`src/rtl/tmr_pkg.sv`:
```
package tmr_pkg;
  localparam int RATIO_W = 3;

  typedef enum logic [2:0] {
    A_CTRL  = 3'd0,
    A_COUNT = 3'd1,
    A_START = 3'd2,
    A_STRB  = 3'd3,
    A_MATCH = 3'd4,
    A_STAT  = 3'd5,
    A_IEN   = 3'd6
  } addr_e;

  // last field is bit 0
  typedef struct packed {
    logic               idle_lvl;
    logic               toggle;
    logic [1:0]         trig_sel;
    logic [RATIO_W-1:0] ratio;
    logic               div_en;
    logic               cmp_en;
    logic               reload_en;
    logic               run;
  } ctrl_t;

  localparam int CTRL_W = $bits(ctrl_t);
endpackage

```
`src/rtl/tmr_prescale.sv`:
```
module tmr_prescale #(
  parameter int RATIO_W = 3
) (
  input  logic               clk_i,
  input  logic               rst_ni,
  input  logic               run_i,
  input  logic               en_i,
  input  logic [RATIO_W-1:0] ratio_i,
  input  logic               clr_i,
  output logic               tick_o
);
  localparam int PS_W = 1 << RATIO_W;

  logic [PS_W-1:0] ps_q;
  logic [PS_W-1:0] last;

  assign last   = (PS_W'(2) << ratio_i) - PS_W'(1);
  assign tick_o = run_i && (!en_i || ps_q == last);

  always_ff @(posedge clk_i or negedge rst_ni) begin
    if (!rst_ni)                     ps_q <= '0;
    else if (!run_i || clr_i || !en_i) ps_q <= '0;
    else if (tick_o)                 ps_q <= '0;
    else                             ps_q <= ps_q + PS_W'(1);
  end
endmodule

```
`src/rtl/tmr_counter.sv`:
```
module tmr_counter #(
  parameter int CNT_W = 32
) (
  input  logic             clk_i,
  input  logic             rst_ni,
  input  logic             tick_i,
  input  logic             wr_i,
  input  logic [CNT_W-1:0] wdata_i,
  input  logic             strobe_i,
  input  logic [CNT_W-1:0] start_i,
  input  logic             reload_en_i,
  input  logic             cmp_en_i,
  input  logic [CNT_W-1:0] match_i,
  output logic [CNT_W-1:0] cnt_o,
  output logic             ovf_o,
  output logic             match_o,
  output logic             stop_o
);
  logic [CNT_W-1:0] cnt_q, cnt_d;
  logic             sw_load, at_top;

  assign sw_load = wr_i || strobe_i;
  assign at_top  = (cnt_q == '1);

  always_comb begin
    cnt_d = cnt_q;
    if (wr_i)          cnt_d = wdata_i;
    else if (strobe_i) cnt_d = start_i;
    else if (tick_i)   cnt_d = at_top ? (reload_en_i ? start_i : '0) : cnt_q + CNT_W'(1);
  end

  assign ovf_o   = tick_i && at_top && !sw_load;
  assign match_o = cmp_en_i && tick_i && !sw_load && (cnt_d == match_i);
  assign stop_o  = ovf_o && !reload_en_i;
  assign cnt_o   = cnt_q;

  always_ff @(posedge clk_i or negedge rst_ni) begin
    if (!rst_ni) cnt_q <= '0;
    else         cnt_q <= cnt_d;
  end
endmodule

```
`src/rtl/tmr_wave.sv`:
```
module tmr_wave (
  input  logic       clk_i,
  input  logic       rst_ni,
  input  logic       run_i,
  input  logic [1:0] trig_sel_i,
  input  logic       arm_clr_i,
  input  logic       toggle_i,
  input  logic       idle_i,
  input  logic       ovf_i,
  input  logic       match_i,
  output logic       pwm_o
);
  logic [1:0] eff_q;
  logic       armed_q, out_q, fire, hold_idle;

  // trigger mode in force; a cleared select only takes hold at overflow
  always_ff @(posedge clk_i or negedge rst_ni) begin
    if (!rst_ni)                eff_q <= '0;
    else if (trig_sel_i != '0)  eff_q <= trig_sel_i;
    else if (ovf_i)             eff_q <= '0;
  end

  always_ff @(posedge clk_i or negedge rst_ni) begin
    if (!rst_ni)        armed_q <= 1'b0;
    else if (arm_clr_i) armed_q <= 1'b0;
    else if (ovf_i)     armed_q <= 1'b1;
  end

  assign hold_idle = !run_i || eff_q == '0;
  assign fire      = (ovf_i && eff_q != '0) || (match_i && eff_q[1] && armed_q);

  always_ff @(posedge clk_i or negedge rst_ni) begin
    if (!rst_ni)        out_q <= 1'b0;
    else if (hold_idle) out_q <= idle_i;
    else if (fire)      out_q <= toggle_i ? !out_q : !idle_i;
    else if (!toggle_i) out_q <= idle_i;
  end

  assign pwm_o = out_q;
endmodule

```
`src/rtl/cmp_timer.sv`:
```
module cmp_timer
  import tmr_pkg::*;
#(
  parameter int CNT_W = 32
) (
  input  logic             clk_i,
  input  logic             rst_ni,
  input  logic             we_i,
  input  logic [2:0]       addr_i,
  input  logic [CNT_W-1:0] wdata_i,
  output logic [CNT_W-1:0] rdata_o,
  output logic             pwm_o,
  output logic             irq_o
);
  ctrl_t            ctrl_q, ctrl_new;
  logic [CNT_W-1:0] start_q, match_q, cnt;
  logic [1:0]       stat_q, ien_q, w1c;
  logic             wr_ctrl, wr_cnt, wr_strb, wr_start, wr_match, wr_stat, wr_ien;
  logic             tick, ovf_ev, match_ev, stop_req, arm_clr;
  logic             run, reload_en, idle_lvl;

  assign wr_ctrl  = we_i && addr_i == A_CTRL;
  assign wr_cnt   = we_i && addr_i == A_COUNT;
  assign wr_start = we_i && addr_i == A_START;
  assign wr_strb  = we_i && addr_i == A_STRB;
  assign wr_match = we_i && addr_i == A_MATCH;
  assign wr_stat  = we_i && addr_i == A_STAT;
  assign wr_ien   = we_i && addr_i == A_IEN;

  assign ctrl_new  = ctrl_t'(wdata_i[CTRL_W-1:0]);
  assign run       = ctrl_q.run;
  assign reload_en = ctrl_q.reload_en;
  assign idle_lvl  = ctrl_q.idle_lvl;
  assign arm_clr   = wr_ctrl && ctrl_new.trig_sel[1] && !ctrl_q.trig_sel[1];

  always_ff @(posedge clk_i or negedge rst_ni) begin
    if (!rst_ni)       ctrl_q <= '0;
    else if (wr_ctrl)  ctrl_q <= ctrl_new;
    else if (stop_req) ctrl_q.run <= 1'b0;
  end

  always_ff @(posedge clk_i or negedge rst_ni) begin
    if (!rst_ni) begin
      start_q <= '0;
      match_q <= '0;
      ien_q   <= '0;
    end else begin
      if (wr_start) start_q <= wdata_i;
      if (wr_match) match_q <= wdata_i;
      if (wr_ien)   ien_q   <= wdata_i[1:0];
    end
  end

  assign w1c = wr_stat ? wdata_i[1:0] : 2'b00;

  always_ff @(posedge clk_i or negedge rst_ni) begin
    if (!rst_ni) stat_q <= '0;
    else         stat_q <= (stat_q & ~w1c) | {match_ev, ovf_ev};
  end

  assign irq_o = |(stat_q & ien_q);

  tmr_prescale #(.RATIO_W(RATIO_W)) u_ps (
    .clk_i   (clk_i),
    .rst_ni  (rst_ni),
    .run_i   (run),
    .en_i    (ctrl_q.div_en),
    .ratio_i (ctrl_q.ratio),
    .clr_i   (wr_cnt || wr_strb),
    .tick_o  (tick)
  );

  tmr_counter #(.CNT_W(CNT_W)) u_cnt (
    .clk_i       (clk_i),
    .rst_ni      (rst_ni),
    .tick_i      (tick),
    .wr_i        (wr_cnt),
    .wdata_i     (wdata_i),
    .strobe_i    (wr_strb),
    .start_i     (start_q),
    .reload_en_i (reload_en),
    .cmp_en_i    (ctrl_q.cmp_en),
    .match_i     (match_q),
    .cnt_o       (cnt),
    .ovf_o       (ovf_ev),
    .match_o     (match_ev),
    .stop_o      (stop_req)
  );

  tmr_wave u_wave (
    .clk_i      (clk_i),
    .rst_ni     (rst_ni),
    .run_i      (run),
    .trig_sel_i (ctrl_q.trig_sel),
    .arm_clr_i  (arm_clr),
    .toggle_i   (ctrl_q.toggle),
    .idle_i     (idle_lvl),
    .ovf_i      (ovf_ev),
    .match_i    (match_ev),
    .pwm_o      (pwm_o)
  );

  always_comb begin
    rdata_o = '0;
    case (addr_i)
      A_CTRL:  rdata_o = {{(CNT_W-CTRL_W){1'b0}}, ctrl_q};
      A_COUNT: rdata_o = cnt;
      A_START: rdata_o = start_q;
      A_MATCH: rdata_o = match_q;
      A_STAT:  rdata_o = {{(CNT_W-2){1'b0}}, stat_q};
      A_IEN:   rdata_o = {{(CNT_W-2){1'b0}}, ien_q};
      default: rdata_o = '0;
    endcase
  end
endmodule

```
`config.mk`:
```
export PLATFORM = sky130hd
export DESIGN_NAME = cmp_timer
export DESIGN_NICKNAME = d
export VERILOG_FILES = /design/src/rtl/tmr_pkg.sv /design/src/rtl/tmr_prescale.sv /design/src/rtl/tmr_counter.sv /design/src/rtl/tmr_wave.sv /design/src/rtl/cmp_timer.sv
export SDC_FILE = /design/constraint.sdc
export NUM_CORES = 1
export LEC_CHECK = 0
export CELL_PAD_IN_SITES_DETAIL_PLACEMENT = 2
export CELL_PAD_IN_SITES_GLOBAL_PLACEMENT = 2
export CORE_MARGIN = 1.5
export CORE_UTILIZATION = 36
export DETAILED_ROUTE_END_ITERATION = 16
export PLACE_DENSITY = 0.76
export RECOVER_POWER = 25
export SETUP_SLACK_MARGIN = 0.2
export SLEW_MARGIN = 10
export SYNTH_ARGS = -nofsm -noshare
export SYNTH_HDL_FRONTEND = slang
export SYNTH_SLANG_ARGS = --single-unit
```
`constraint.sdc`:
```
create_clock -name clk_i -period 5 [get_ports clk_i]
set_input_delay 1 -clock clk_i [delete_from_list [all_inputs] [get_ports clk_i]]
set_output_delay 1 -clock clk_i [all_outputs]
set_load 0.03 [all_outputs]
```
; ---- Word level (Yosys, flattened, before mapping)
; Cells that the tools add are included.
[word_totals]
register_bits = 123
inputBits = 38
[classes]
add_sub_neg = 3
n_eq_ne = 10
shifts = 1
muxes = 19
bitwise_logic = 4
reduce_logical = 40
[op_table]
columns = op, count
row1 = 32-bit one-hot mux with 6 select lines, 1
row2 = 32-bit two-way mux, 5
row3 = "32-bit by 1-bit adder with 32-bit output, second input constant", 1
row4 = 32-bit == test, 1
row5 = "32-bit == test, second input constant", 1
row6 = 1-bit logical AND, 19
row7 = 8-bit two-way mux, 2
row8 = 2-bit nonzero test, 5
row9 = "3-bit == test, second input constant", 3
row10 = "8-bit by 1-bit adder with 8-bit output, second input constant", 1
row11 = 8-bit == test, 1
row12 = 1-bit two-way mux, 8
row13 = "2-bit by 3-bit << shifter with 8-bit output, first input constant", 1
row14 = "8-bit by 2-bit subtractor with 8-bit output, second input constant", 1
row15 = 1-bit zero test, 7
row16 = "3-bit by 2-bit == test with 1-bit output, second input constant", 2
row17 = 1-bit logical OR, 6
row18 = 2-bit two-way mux, 3
row19 = 2-bit bitwise AND, 2
row20 = "3-bit by 1-bit == test with 1-bit output, second input constant", 1
row21 = 3-bit zero test, 1
row22 = "3-bit by 1-bit inequality test with 1-bit output, second input constant", 1
row23 = 2-bit zero test, 1
row24 = 2-bit NOT, 1
row25 = other kinds (2), 2

; ---- Longest topological paths before layout
; Gate-level depths: netlist (run 1).
[logic_depth]
word_depth = 15
ltp_mapped = 20
depth_no_buf = 16

; ---- Hierarchy
; A second synthesis (run 1) with hierarchy kept.
[hier_totals]
cells_unflattened = 917
hier_area_um2 = 8458.1
[by_module_without_submodules]
columns = module, n_inst, cells_per_inst, area_per_inst_um2, seq_area_each_um2
row1 = cmp_timer, 1, 314, 3968.8, 1976.9
row2 = tmr_counter, 1, 510, 3641.0, 800.8
row3 = tmr_prescale, 1, 72, 645.6, 200.2
row4 = tmr_wave, 1, 21, 202.7, 100.1

; ---- Least setup slack after synthesis (run 1)
; No wires, ideal clock.
[synth_path]
kind = input-to-output
startpoint = in addr_i[1]
endpoint = out rdata_o[12]
t_arrival_ns = 3.654
path_slack_ns = 0.346
stages = 10
cell_sequence = buf_1 clkbuf_1 buf_1 clkbuf_1 nand2_1 nor2_1 clkbuf_1 buf_1 nand2_1 o21ai_0
[synth_via]
elab_chain_cells = 2
[synth_lines]
columns = item, line
row1 = start: declaration, cmp_timer.sv:9  ; input logic [2:0] addr_i,
row2 = 3-bit == test (tied with other cells), cmp_timer.sv:105  ; case (addr_i)
row3 = 32-bit one-hot mux with 6 select lines (*), cmp_timer.sv:105
row4 = end: declaration, cmp_timer.sv:11  ; output logic [CNT_W-1:0] rdata_o,
; Every way passes the cells marked *; elsewhere a longest branch is shown, timed or not.

; ---- Final worst setup path (run 1)
[layout_path]
startpoint = reg u_cnt.cnt_q[0] (netlist: u_cnt.cnt_o[0])
endpoint = reg u_wave.out_q (netlist: u_wave.pwm_o)
[layout_via]
elab_chain_cells = 12
[layout_lines]
columns = item, line
row1 = start: declaration, tmr_counter.sv:19  ; logic [CNT_W-1:0] cnt_q, cnt_d;
row2 = start signal: assignment, tmr_counter.sv:39  ; else cnt_q <= cnt_d;
row3 = 32-bit by 1-bit adder with 32-bit output / 32-bit == test (equally long branches), "tmr_counter.sv:29, tmr_counter.sv:23"
row4 = 32-bit two-way mux (2 in series), tmr_counter.sv:29  ; else if (tick_i) cnt_d = at_top ? (reload_en_i ? start_i : '0) : cnt_q + CNT_W'(1);
row5 = 32-bit two-way mux, tmr_counter.sv:28  ; else if (strobe_i) cnt_d = start_i;
row6 = 32-bit two-way mux, tmr_counter.sv:27  ; if (wr_i) cnt_d = wdata_i;
row7 = 32-bit == test, tmr_counter.sv:33  ; assign match_o = cmp_en_i && tick_i && !sw_load && (cnt_d == match_i);
row8 = 1-bit logical AND, tmr_counter.sv:33
row9 = 1-bit logical AND (2 in series), tmr_wave.sv:30  ; assign fire = (ovf_i && eff_q != '0) || (match_i && eff_q[1] && armed_q);
row10 = 1-bit logical OR (*), tmr_wave.sv:30
row11 = 1-bit two-way mux, tmr_wave.sv:35  ; else if (fire) out_q <= toggle_i ? !out_q : !idle_i;
row12 = 1-bit two-way mux, tmr_wave.sv:34  ; else if (hold_idle) out_q <= idle_i;
row13 = end signal: assignment, tmr_wave.sv:34
row14 = end signal: assignment, tmr_wave.sv:35
row15 = end signal: assignment, tmr_wave.sv:36  ; else if (!toggle_i) out_q <= idle_i;
row16 = end: declaration, tmr_wave.sv:14  ; logic armed_q, out_q, fire, hold_idle;
; Marks and branches as above.
; A chain may end at the register's enable or synchronous reset.

==> flow_summary.html, run 1 <==
<table>
<tr><th>Metric</th><th>Value</th></tr>
<tr><th colspan="2">Outcome</th></tr>
<tr><td>Status</td><td>finished with violations</td></tr>
<tr><td>Violations in the final reports</td><td>max-capacitance violations, max-slew violations</td></tr>
<tr><th colspan="2">Synthesis</th></tr>
<tr><td>Dominant register cell in the synthesized netlist</td><td>sky130_fd_sc_hd__dfrtp_1</td></tr>
<tr><td>Area share of the largest cell type after synthesis</td><td>between 30% and 40%</td></tr>
<tr><td>Most instantiated cells after synthesis</td><td>sky130_fd_sc_hd__nand2_1, sky130_fd_sc_hd__dfrtp_1, sky130_fd_sc_hd__o21ai_0</td></tr>
<tr><td>Share of flip-flops with an asynchronous set or reset after synthesis</td><td>100%</td></tr>
<tr><td>Net count after synthesis</td><td>1,079</td></tr>
<tr><td>Unique masters post-synth</td><td>87</td></tr>
<tr><td>EDFF count, synth</td><td>0</td></tr>
<tr><td>Largest area contributor in the synthesized netlist</td><td>sky130_fd_sc_hd__dfrtp_1</td></tr>
<tr><td>Number of warnings printed during yosys synthesis</td><td>0</td></tr>
<tr><td>Sequential-to-total area share from yosys stat</td><td>about a third</td></tr>
<tr><td>Area of the mapped netlist</td><td>8830 um2</td></tr>
<tr><td>Yosys reg bits</td><td>123</td></tr>
<tr><td>Biggest area contributors in the synthesized netlist</td><td>sky130_fd_sc_hd__dfrtp_1, sky130_fd_sc_hd__mux2_2, sky130_fd_sc_hd__nand2_1</td></tr>
<tr><td>Post-synthesis average cell area</td><td>~8.5 um2</td></tr>
<tr><td>Most numerous cell in the Yosys netlist</td><td>sky130_fd_sc_hd__nand2_1</td></tr>
<tr><td>Number of instances in the synthesized netlist</td><td>1,038</td></tr>
<tr><th colspan="2">Clocking</th></tr>
<tr><td>Clk sink count</td><td>123</td></tr>
<tr><td>H-tree depth reported by CTS</td><td>4</td></tr>
<tr><td>Hold Buf Count CTS</td><td>0</td></tr>
<tr><td>Buffer count from post-CTS setup fixing</td><td>0</td></tr>
<tr><td>CTS tree</td><td>built</td></tr>
<tr><td>Buffer type at the clock tree root</td><td>sky130_fd_sc_hd__clkbuf_16</td></tr>
<tr><td>Clk buf depth</td><td>2</td></tr>
<tr><td>Clock-pin slew reported for the worst setup and hold paths after clock tree synthesis</td><td>0.07 ns</td></tr>
<tr><td>TritonCTS buffer count</td><td>17</td></tr>
<tr><td>Insertion delay of the later-clocked pin in the worst-skew pair</td><td>0.44 ns</td></tr>
<tr><th colspan="2">STA</th></tr>
<tr><td>Number of hold violations in the final report</td><td>0</td></tr>
<tr><td>Achievable Freq</td><td>215 MHz</td></tr>
<tr><td>Count of final setup violators</td><td>0</td></tr>
<tr><td>Pins Over Slew Limit</td><td>95</td></tr>
<tr><td>Final worst path period need</td><td>4.64 ns</td></tr>
<tr><td>Worst rel slew slack</td><td>-75.8%</td></tr>
<tr><td>Unrepaired setup endpoints after global routing</td><td>no</td></tr>
<tr><td>Transition at the pin with the smallest max-transition slack</td><td>about 2.6 ns</td></tr>
<tr><td>Fin Setup TNS</td><td>0 ns</td></tr>
<tr><td>Crit share post-route</td><td>roughly 93%</td></tr>
<tr><td>Max Clock Skew</td><td>0.0128 ns</td></tr>
<tr><th colspan="2">Setup path</th></tr>
<tr><td>Kind of critical path</td><td>register to register</td></tr>
<tr><td>Slowest stage cell, crit path</td><td>sky130_fd_sc_hd__or4_1</td></tr>
<tr><td>Maximum cell stage delay along the critical path</td><td>0.76 ns</td></tr>
<tr><td>Category of cells accounting for the largest share of critical-path delay</td><td>simple AND/OR/NAND/NOR gates</td></tr>
<tr><td>Critical path fanouts, max</td><td>8</td></tr>
<tr><td>Kind of capture point of the worst setup path</td><td>register</td></tr>
<tr><td>Most frequent CP cell</td><td>sky130_fd_sc_hd__nand4_1</td></tr>
<tr><td>Cell-by-cell listing of the critical path</td><td>ha_1, and3_1, nand4_2, or4_1, or3_4, o311ai_2, or3_1, nand4_1, a2111o_1, and4b_1, nand4_1, a21oi_2, mux2i_1, a211oi_2</td></tr>
<tr><td>Required time at the worst-slack endpoint</td><td>~5.3 ns</td></tr>
<tr><td>Data arrival time at the worst-slack endpoint</td><td>4.96 ns</td></tr>
<tr><td>Kind of start point of the critical path</td><td>register</td></tr>
<tr><td>Number of buffer and inverter stages on the critical path</td><td>0</td></tr>
<tr><th colspan="2">Global route</th></tr>
<tr><td>Number of antenna violations at the first check in global routing</td><td>0</td></tr>
<tr><td>Wire length of the first global-routing pass</td><td>62,300 um</td></tr>
<tr><td>GRT Overall Usage</td><td>32.6%</td></tr>
<tr><td>Pin count of the biggest net entering global routing</td><td>95</td></tr>
<tr><td>Aggregate global routing overflow</td><td>0</td></tr>
<tr><td>Number of global-route vias before repair</td><td>9,948</td></tr>
<tr><th colspan="2">Placed design</th></tr>
<tr><td># port buffers</td><td>just over 70</td></tr>
<tr><td>Total half-perimeter wirelength after legalization and detailed placement</td><td>29,500 um</td></tr>
<tr><td>Post-place instance area</td><td>10,000 um2</td></tr>
<tr><td>Final weighted congestion in routability-driven placement</td><td>0.934</td></tr>
<tr><th colspan="2">Floorplanning</th></tr>
<tr><td>Overall die height</td><td>~160 um</td></tr>
<tr><td>Initial Utilization</td><td>36.5%</td></tr>
<tr><td>Die area</td><td>~25,000 um2</td></tr>
<tr><td>Width of the chip</td><td>approximately 160 um</td></tr>
<tr><td>Number of top-level pins</td><td>just over 70</td></tr>
<tr><td>Standard-cell rows</td><td>57</td></tr>
<tr><td>Core outline area</td><td>24,200 um2</td></tr>
<tr><th colspan="2">Drt</th></tr>
<tr><td>DRC violation total after the first TritonRoute iteration</td><td>622</td></tr>
<tr><td>Post-detailed-route wirelength per cell</td><td>~28 um</td></tr>
<tr><td>Count of TritonRoute iterations in the first routing pass</td><td>5</td></tr>
<tr><td>DRC errors left</td><td>0</td></tr>
<tr><td>Via total after detailed routing</td><td>around 9,000</td></tr>
<tr><td>Post-Route WL</td><td>40,700 um</td></tr>
<tr><td>Antenna Violating Nets Remaining</td><td>0</td></tr>
<tr><td>Vias per cell</td><td>~6.3</td></tr>
<tr><th colspan="2">Final layout</th></tr>
<tr><td>Total number of nets in the final design</td><td>1,141</td></tr>
<tr><td>Area added between synthesis and finish</td><td>20.1%</td></tr>
<tr><td>Cell area after layout</td><td>between 10,000 and 15,000 um2</td></tr>
<tr><td>Ratio of cells with drive above 1 in the final layout</td><td>19.8%</td></tr>
<tr><td>Number of antenna cells inserted</td><td>0</td></tr>
<tr><th colspan="2">Power</th></tr>
<tr><td>Maximum vdd ir drop</td><td>0.000172 V</td></tr>
<tr><td>Power density cells</td><td>421 nW/um2</td></tr>
<tr><td>Leakage power total</td><td>approximately 4.3 nW</td></tr>
<tr><th colspan="2">Flow run</th></tr>
<tr><td>MaxCap Viol Count</td><td>1</td></tr>
<tr><th colspan="2">Worst hold path</th></tr>
<tr><td>Type of the worst min-delay path</td><td>register to register</td></tr>
</table>
[state kept, by name, indices dropped and copies added, names as in the netlist, 2 cells and up]
| signal | flops |
|---|---|
| ctrl_q | 8 |
| ien_q | 2 |
| match_q | 32 |
| start_q | 32 |
| stat_q | 2 |
| u_cnt.cnt_o | 32 |
| u_ps.ps_q | 8 |
| u_wave.eff_q | 2 |
[timing repair]
action	in CTS	in global routing
resized for setup	3	11
gates cloned	0	0
setup endpoints to repair	1	1
[power by group]
part	switching, mW	internal (mW)	total (mW)
Sequential	0.422	1.22	1.65
Combinational	0.950	0.641	1.59
Clock	0.575	0.653	1.23
Total	1.95	2.52	4.46
[worst paths after layout]
path                           startpoint        endpoint  slack (ns)  cells past startpoint
max                        u_cnt.cnt_o[0]    u_wave.pwm_o        0.36                     14
min reg2reg                     stat_q[0]       stat_q[0]        0.53                      2
max reg2reg                u_cnt.cnt_o[0]    u_wave.pwm_o        0.36                     14
max in group asynchronous          rst_ni  u_cnt.cnt_o[0]        2.02                      2
min in group asynchronous          rst_ni       ctrl_q[4]        1.36                      1
min                             stat_q[0]       stat_q[0]        0.53                      2
[kinds of logic after synthesis]
kind of cell	Yosys count	share of synthesized area, %
fa+ha+maj	3	0.425
buf+inv	107	5.06
xor+xnor	34	3.37
mux	104	12.8
simple gates	371	21.0
flops	123	34.8
compound gates	296	22.5
[worst min-delay path, delay by kind of cell, from the launching register on]
family	cells	cell delay, ns
DFF	1	0.38
and+or+nand+nor	2	0.12
[cell usage in the layout (no fill, tap or decap), types with 5 or more instances in the layout]
master	synthesis	layout
sky130_fd_sc_hd__and2_1	8	8
sky130_fd_sc_hd__buf_4	2	74
sky130_fd_sc_hd__buf_12	0	5
sky130_fd_sc_hd__nor4_1	7	7
sky130_fd_sc_hd__a211oi_1	19	18
sky130_fd_sc_hd__nand4_1	15	15
sky130_fd_sc_hd__a2bb2oi_1	5	5
sky130_fd_sc_hd__inv_6	0	6
sky130_fd_sc_hd__a21oi_1	48	47
sky130_fd_sc_hd__nand2_1	132	131
sky130_fd_sc_hd__xnor2_1	13	13
sky130_fd_sc_hd__inv_1	28	28
sky130_fd_sc_hd__o211ai_1	12	12
sky130_fd_sc_hd__a221oi_1	5	5
sky130_fd_sc_hd__nor2b_1	7	6
sky130_fd_sc_hd__nor2_1	66	62
sky130_fd_sc_hd__nor3_1	28	26
sky130_fd_sc_hd__a31oi_1	13	13
sky130_fd_sc_hd__o31ai_1	5	5
sky130_fd_sc_hd__o22ai_1	11	11
sky130_fd_sc_hd__mux2_2	64	64
sky130_fd_sc_hd__dfrtp_1	123	123
sky130_fd_sc_hd__mux2i_1	38	38
sky130_fd_sc_hd__xor2_1	21	21
sky130_fd_sc_hd__or3_1	6	6
sky130_fd_sc_hd__clkdlybuf4s50_1	0	41
sky130_fd_sc_hd__and3_1	16	16
sky130_fd_sc_hd__o21ai_1	4	5
sky130_fd_sc_hd__nand3_1	42	42
sky130_fd_sc_hd__clkbuf_16	0	17
sky130_fd_sc_hd__a22oi_1	25	25
sky130_fd_sc_hd__and4_1	6	6
sky130_fd_sc_hd__or2_2	8	8
sky130_fd_sc_hd__o21ai_0	83	81
sky130_fd_sc_hd__nand2b_1	6	6
[per-layer routing]
metal	vias to the layer above	share of wire [%]	GRT usage (%)
met1	4781	44	42.3
met5	-	0	0
met3	98	5.4	6.31
met4	0	3.3	12.9
li1	3963	-	-
met2	280	47	53.5
[metrics by stage]
stage                     worst slack [ns]  std cells  hold WS [ns]  total power [mW]  util, %
after floorplan                      0.346       1038         0.459              2.49        -
after global placement               0.252       1405         0.504              3.14     41.4
after detailed placement            0.0222       1405         0.516              3.19     41.4
after global routing                 0.217       1437         0.577              4.65     43.9
after CTS                            0.222       1437         0.529              4.44     43.8
final                                0.356       1437         0.528              4.46     43.9
[final cells by class]
cell class / instances / area [um2]
Inverter: 29 / 109
Clock inverter: 15 / 131
Sequential cell: 123 / 3080
Multi-Input combinational cell: 808 / 5390
Fill cell: 2690 / 13600
Clock buffer: 17 / 425
Tap cell: 324 / 405
Timing Repair Buffer: 121 / 1070
(Power assumes the default switching activity.)
==> run 2, diff against run 1 <==
--- a/config.mk
+++ b/config.mk
@@ -9,6 +9,7 @@
 export CELL_PAD_IN_SITES_GLOBAL_PLACEMENT = 2
 export CORE_MARGIN = 1.5
 export CORE_UTILIZATION = 36
+export CTS_CLUSTER_DIAMETER = 120
 export DETAILED_ROUTE_END_ITERATION = 16
 export PLACE_DENSITY = 0.76
 export RECOVER_POWER = 25
==> results of run 2 <==
Final layout, timing and power as in run 1 (identical DEF).
==> run 3, diff against run 2 <==
--- a/config.mk
+++ b/config.mk
@@ -9,7 +9,6 @@
 export CELL_PAD_IN_SITES_GLOBAL_PLACEMENT = 2
 export CORE_MARGIN = 1.5
 export CORE_UTILIZATION = 36
-export CTS_CLUSTER_DIAMETER = 120
 export DETAILED_ROUTE_END_ITERATION = 16
 export PLACE_DENSITY = 0.76
 export RECOVER_POWER = 25
==> constraint.sdc (replaced) <==
create_clock -name clk_i -period 5 [get_ports clk_i]
set_input_delay 1 -clock clk_i [delete_from_list [all_inputs] [get_ports clk_i]]
set_output_delay 1 -clock clk_i [all_outputs]
set_load 0.1 [all_outputs]
==> flow_summary.html, run 3 (synthesis gave the netlist of run 1 again) <==
<table>
<tr><th>Metric</th><th>Value</th></tr>
<tr><th colspan="2">Global route</th></tr>
<tr><td>Aggregate global routing overflow</td><td>0</td></tr>
<tr><td>Number of global-route vias before repair</td><td>9,977</td></tr>
<tr><td>Pin count of the biggest net entering global routing</td><td>92</td></tr>
<tr><td>GRT Overall Usage</td><td>around 33%</td></tr>
<tr><td>Wire length of the first global-routing pass</td><td>63,900 um</td></tr>
<tr><td>Number of antenna violations at the first check in global routing</td><td>0</td></tr>
<tr><th colspan="2">Setup path</th></tr>
<tr><td>Required time at the worst-slack endpoint</td><td>5.30 ns</td></tr>
<tr><td>Data arrival time at the worst-slack endpoint</td><td>5.05 ns</td></tr>
<tr><td>Worst-case reg-to-reg path depth</td><td>16</td></tr>
<tr><td>Kind of start point of the critical path</td><td>register</td></tr>
<tr><td>Slack of the worst reg-to-reg path</td><td>0.26 ns</td></tr>
<tr><td>Worst r2r dst</td><td>u_wave.pwm_o</td></tr>
<tr><td>Critical path fanouts, max</td><td>8</td></tr>
<tr><td>Kind of critical path</td><td>register to register</td></tr>
<tr><td>Kind of capture point of the worst setup path</td><td>register</td></tr>
<tr><td>Worst reg2reg path startpoint</td><td>ctrl_q[6]</td></tr>
<tr><th colspan="2">Power</th></tr>
<tr><td>Power density cells</td><td>approximately 440 nW/um2</td></tr>
<tr><td>Share of total power in sequential cells</td><td>between 30% and 40%</td></tr>
<tr><td>Switching power total</td><td>2.18 mW</td></tr>
<tr><td>Power Internal</td><td>2.78 mW</td></tr>
<tr><td>Clk network pwr share</td><td>27.7%</td></tr>
<tr><td>Sw Ratio</td><td>around 44%</td></tr>
<tr><td>Leakage power total</td><td>4.46 nW</td></tr>
<tr><td>Combinational fraction of design power</td><td>38.9%</td></tr>
<tr><td>Maximum vdd ir drop</td><td>0.000176 V</td></tr>
<tr><th colspan="2">Outcome</th></tr>
<tr><td>Violations in the final reports</td><td>max-capacitance violations, max-slew violations</td></tr>
<tr><td>Status</td><td>finished with violations</td></tr>
<tr><th colspan="2">Drt</th></tr>
<tr><td>Antenna Violating Nets Remaining</td><td>0</td></tr>
<tr><td>Count of TritonRoute iterations in the first routing pass</td><td>5</td></tr>
<tr><td>Vias per cell</td><td>6.47</td></tr>
<tr><td>Via total after detailed routing</td><td>9,322</td></tr>
<tr><td>DRC violation total after the first TritonRoute iteration</td><td>about 820</td></tr>
<tr><td>DRC errors left</td><td>0</td></tr>
<tr><td>Post-Route WL</td><td>42,100 um</td></tr>
<tr><td>Post-detailed-route wirelength per cell</td><td>~30 um</td></tr>
<tr><th colspan="2">Placed design</th></tr>
<tr><td># port buffers</td><td>71</td></tr>
<tr><td>Final weighted congestion in routability-driven placement</td><td>0.940</td></tr>
<tr><td>Post-place instance area</td><td>between 10,000 and 15,000 um2</td></tr>
<tr><td>Cell count after placement</td><td>1,409</td></tr>
<tr><td>Total half-perimeter wirelength after legalization and detailed placement</td><td>30,400 um</td></tr>
<tr><th colspan="2">Flow run</th></tr>
<tr><td>MaxCap Viol Count</td><td>1</td></tr>
<tr><th colspan="2">STA</th></tr>
<tr><td>Final worst path period need</td><td>4.74 ns</td></tr>
<tr><td>Achievable Freq</td><td>between 200 and 250 MHz</td></tr>
<tr><td>Crit share post-route</td><td>94.8%</td></tr>
<tr><td>Pins Over Slew Limit</td><td>92</td></tr>
<tr><td>Transition at the pin with the smallest max-transition slack</td><td>2.60 ns</td></tr>
<tr><td>Count of final setup violators</td><td>0</td></tr>
<tr><td>Max Clock Skew</td><td>roughly 0.018 ns</td></tr>
<tr><td>Number of hold violations in the final report</td><td>0</td></tr>
<tr><td>Unrepaired setup endpoints after global routing</td><td>no</td></tr>
<tr><td>Min Hold Slack</td><td>0.541 ns</td></tr>
<tr><td>Worst rel slew slack</td><td>-73.6%</td></tr>
<tr><td>Fin Setup TNS</td><td>0 ns</td></tr>
<tr><th colspan="2">Final layout</th></tr>
<tr><td>Total number of nets in the final design</td><td>1,145</td></tr>
<tr><td>Commonest cells after routing, fill and taps aside</td><td>sky130_fd_sc_hd__nand2_1, sky130_fd_sc_hd__dfrtp_1, sky130_fd_sc_hd__mux2_2, sky130_fd_sc_hd__nor2_1, sky130_fd_sc_hd__buf_4</td></tr>
<tr><td>Number of antenna cells inserted</td><td>0</td></tr>
<tr><td>Area added between synthesis and finish</td><td>26.6%</td></tr>
<tr><td>Cell area after layout</td><td>between 10,000 and 15,000 um2</td></tr>
<tr><td>Ratio of cells with drive above 1 in the final layout</td><td>23.1%</td></tr>
<tr><td>Count of non-filler cells in the finished layout</td><td>1,441</td></tr>
<tr><td>Leading cell type in the layout, fill and taps excluded</td><td>sky130_fd_sc_hd__nand2_1</td></tr>
<tr><th colspan="2">Floorplanning</th></tr>
<tr><td>Standard-cell rows</td><td>57</td></tr>
<tr><td>Initial Utilization</td><td>between 30% and 40%</td></tr>
<tr><td>Die area</td><td>approximately 25,000 um2</td></tr>
<tr><td>Width of the chip</td><td>between 150 and 200 um</td></tr>
<tr><td>Core outline area</td><td>approximately 24,000 um2</td></tr>
<tr><td>Overall die height</td><td>roughly 160 um</td></tr>
<tr><td>Number of top-level pins</td><td>72</td></tr>
<tr><th colspan="2">Clocking</th></tr>
<tr><td>Buffer type at the clock tree root</td><td>sky130_fd_sc_hd__clkbuf_16</td></tr>
<tr><td>Clk buf depth</td><td>2</td></tr>
<tr><td>H-tree depth reported by CTS</td><td>4</td></tr>
<tr><td>CTS tree</td><td>built</td></tr>
<tr><td>Clk sink count</td><td>123</td></tr>
<tr><td>Insertion delay of the later-clocked pin in the worst-skew pair</td><td>0.43 ns</td></tr>
<tr><td>Hold Buf Count CTS</td><td>0</td></tr>
<tr><td>Clock-pin slew reported for the worst setup and hold paths after clock tree synthesis</td><td>0.07 ns</td></tr>
<tr><td>TritonCTS buffer count</td><td>17</td></tr>
<tr><th colspan="2">Worst hold path</th></tr>
<tr><td>Cells on Worst Hold Path</td><td>1</td></tr>
<tr><td>Destination of the worst hold path</td><td>u_wave.eff_q[0]</td></tr>
<tr><td>Worst hold path startpoint</td><td>ctrl_q[7]</td></tr>
<tr><td>Type of the worst min-delay path</td><td>register to register</td></tr>
</table>
-- run 3: stage by stage --
stage / utilization [%] / worst slack, ns / power [mW]
after detailed placement: 43.3 / 0.0350 / 3.51
after global placement: 43.3 / 0.208 / 3.46
after CTS: 46.0 / 0.222 / 4.92
after global routing: 46.3 / 0.0257 / 5.14
final: 46.3 / 0.260 / 4.97
after floorplan: - / 0.133 / 2.72
-- run 3: how the worst max path moves through the flow --
stage / from / to / slack (ns) / cells after the start
after CTS: ctrl_q[6] / u_wave.pwm_o / 0.22 / 17
final: ctrl_q[6] / u_wave.pwm_o / 0.26 / 16
after global routing: ctrl_q[6] / u_wave.pwm_o / 0.03 / 16
after floorplan: addr_i[1] / rdata_o[5] / 0.13 / 6
after detailed placement: ctrl_q[6] / u_wave.pwm_o / 0.03 / 17
after global placement: ctrl_q[6] / u_wave.pwm_o / 0.21 / 17
-- run 3: cell type report --
cell class | count | area, um2
inverters | 29 | 109
repair buffers | 125 | 1430
clock buffers | 19 | 433
clock inverters | 13 | 193
well taps | 324 | 405
multi-input cells | 808 | 5530
fillers | 2616 | 13000
flip-flops and latches | 123 | 3080
-- run 3: critical path, stage by stage (launching register included) --
cell and delay, ns:
sky130_fd_sc_hd__dfrtp_1 0.47, sky130_fd_sc_hd__nor2_1 0.21, sky130_fd_sc_hd__nand2_1 0.09, sky130_fd_sc_hd__ha_1 0.30, sky130_fd_sc_hd__xnor2_1 0.27, sky130_fd_sc_hd__mux2i_1 0.15
sky130_fd_sc_hd__o21ai_1 0.35, sky130_fd_sc_hd__a21oi_1 0.27, sky130_fd_sc_hd__o41ai_2 0.47, sky130_fd_sc_hd__a21boi_1 0.43, sky130_fd_sc_hd__nor2_1 0.15, sky130_fd_sc_hd__a211oi_2 0.44
sky130_fd_sc_hd__nand3_1 0.18, sky130_fd_sc_hd__nor4_2 0.43, sky130_fd_sc_hd__nand4_1 0.14, sky130_fd_sc_hd__a21oi_1 0.21, sky130_fd_sc_hd__a211oi_2 0.05
-- run 3: power by group through the flow --
stage / logic (mW) / clock network [mW] / registers (mW)
6_report: 1.93 / 1.38 / 1.66
5_1_grt: 2.04 / 1.43 / 1.68
4_1_cts: 1.89 / 1.39 / 1.64
3_5_place_dp: 1.86 / 0 / 1.65
3_3_place_gp: 1.82 / 0 / 1.63
2_1_floorplan: 1.28 / 0 / 1.44
-- run 3: layer usage --
layer  GRT usage [%]  routed length (um)  vias to the layer above
met5               0                   0                        -
met4            13.8                1370                        0
met3            5.95                2450                       97
met2            55.5               20100                      380
met1            43.1               18100                     4873
li1                -                   -                     3972
-- run 3: timing repair --
action	CTS	global route
setup endpoints to repair	2	2
gates resized for setup	5	13
buffers inserted	0	0
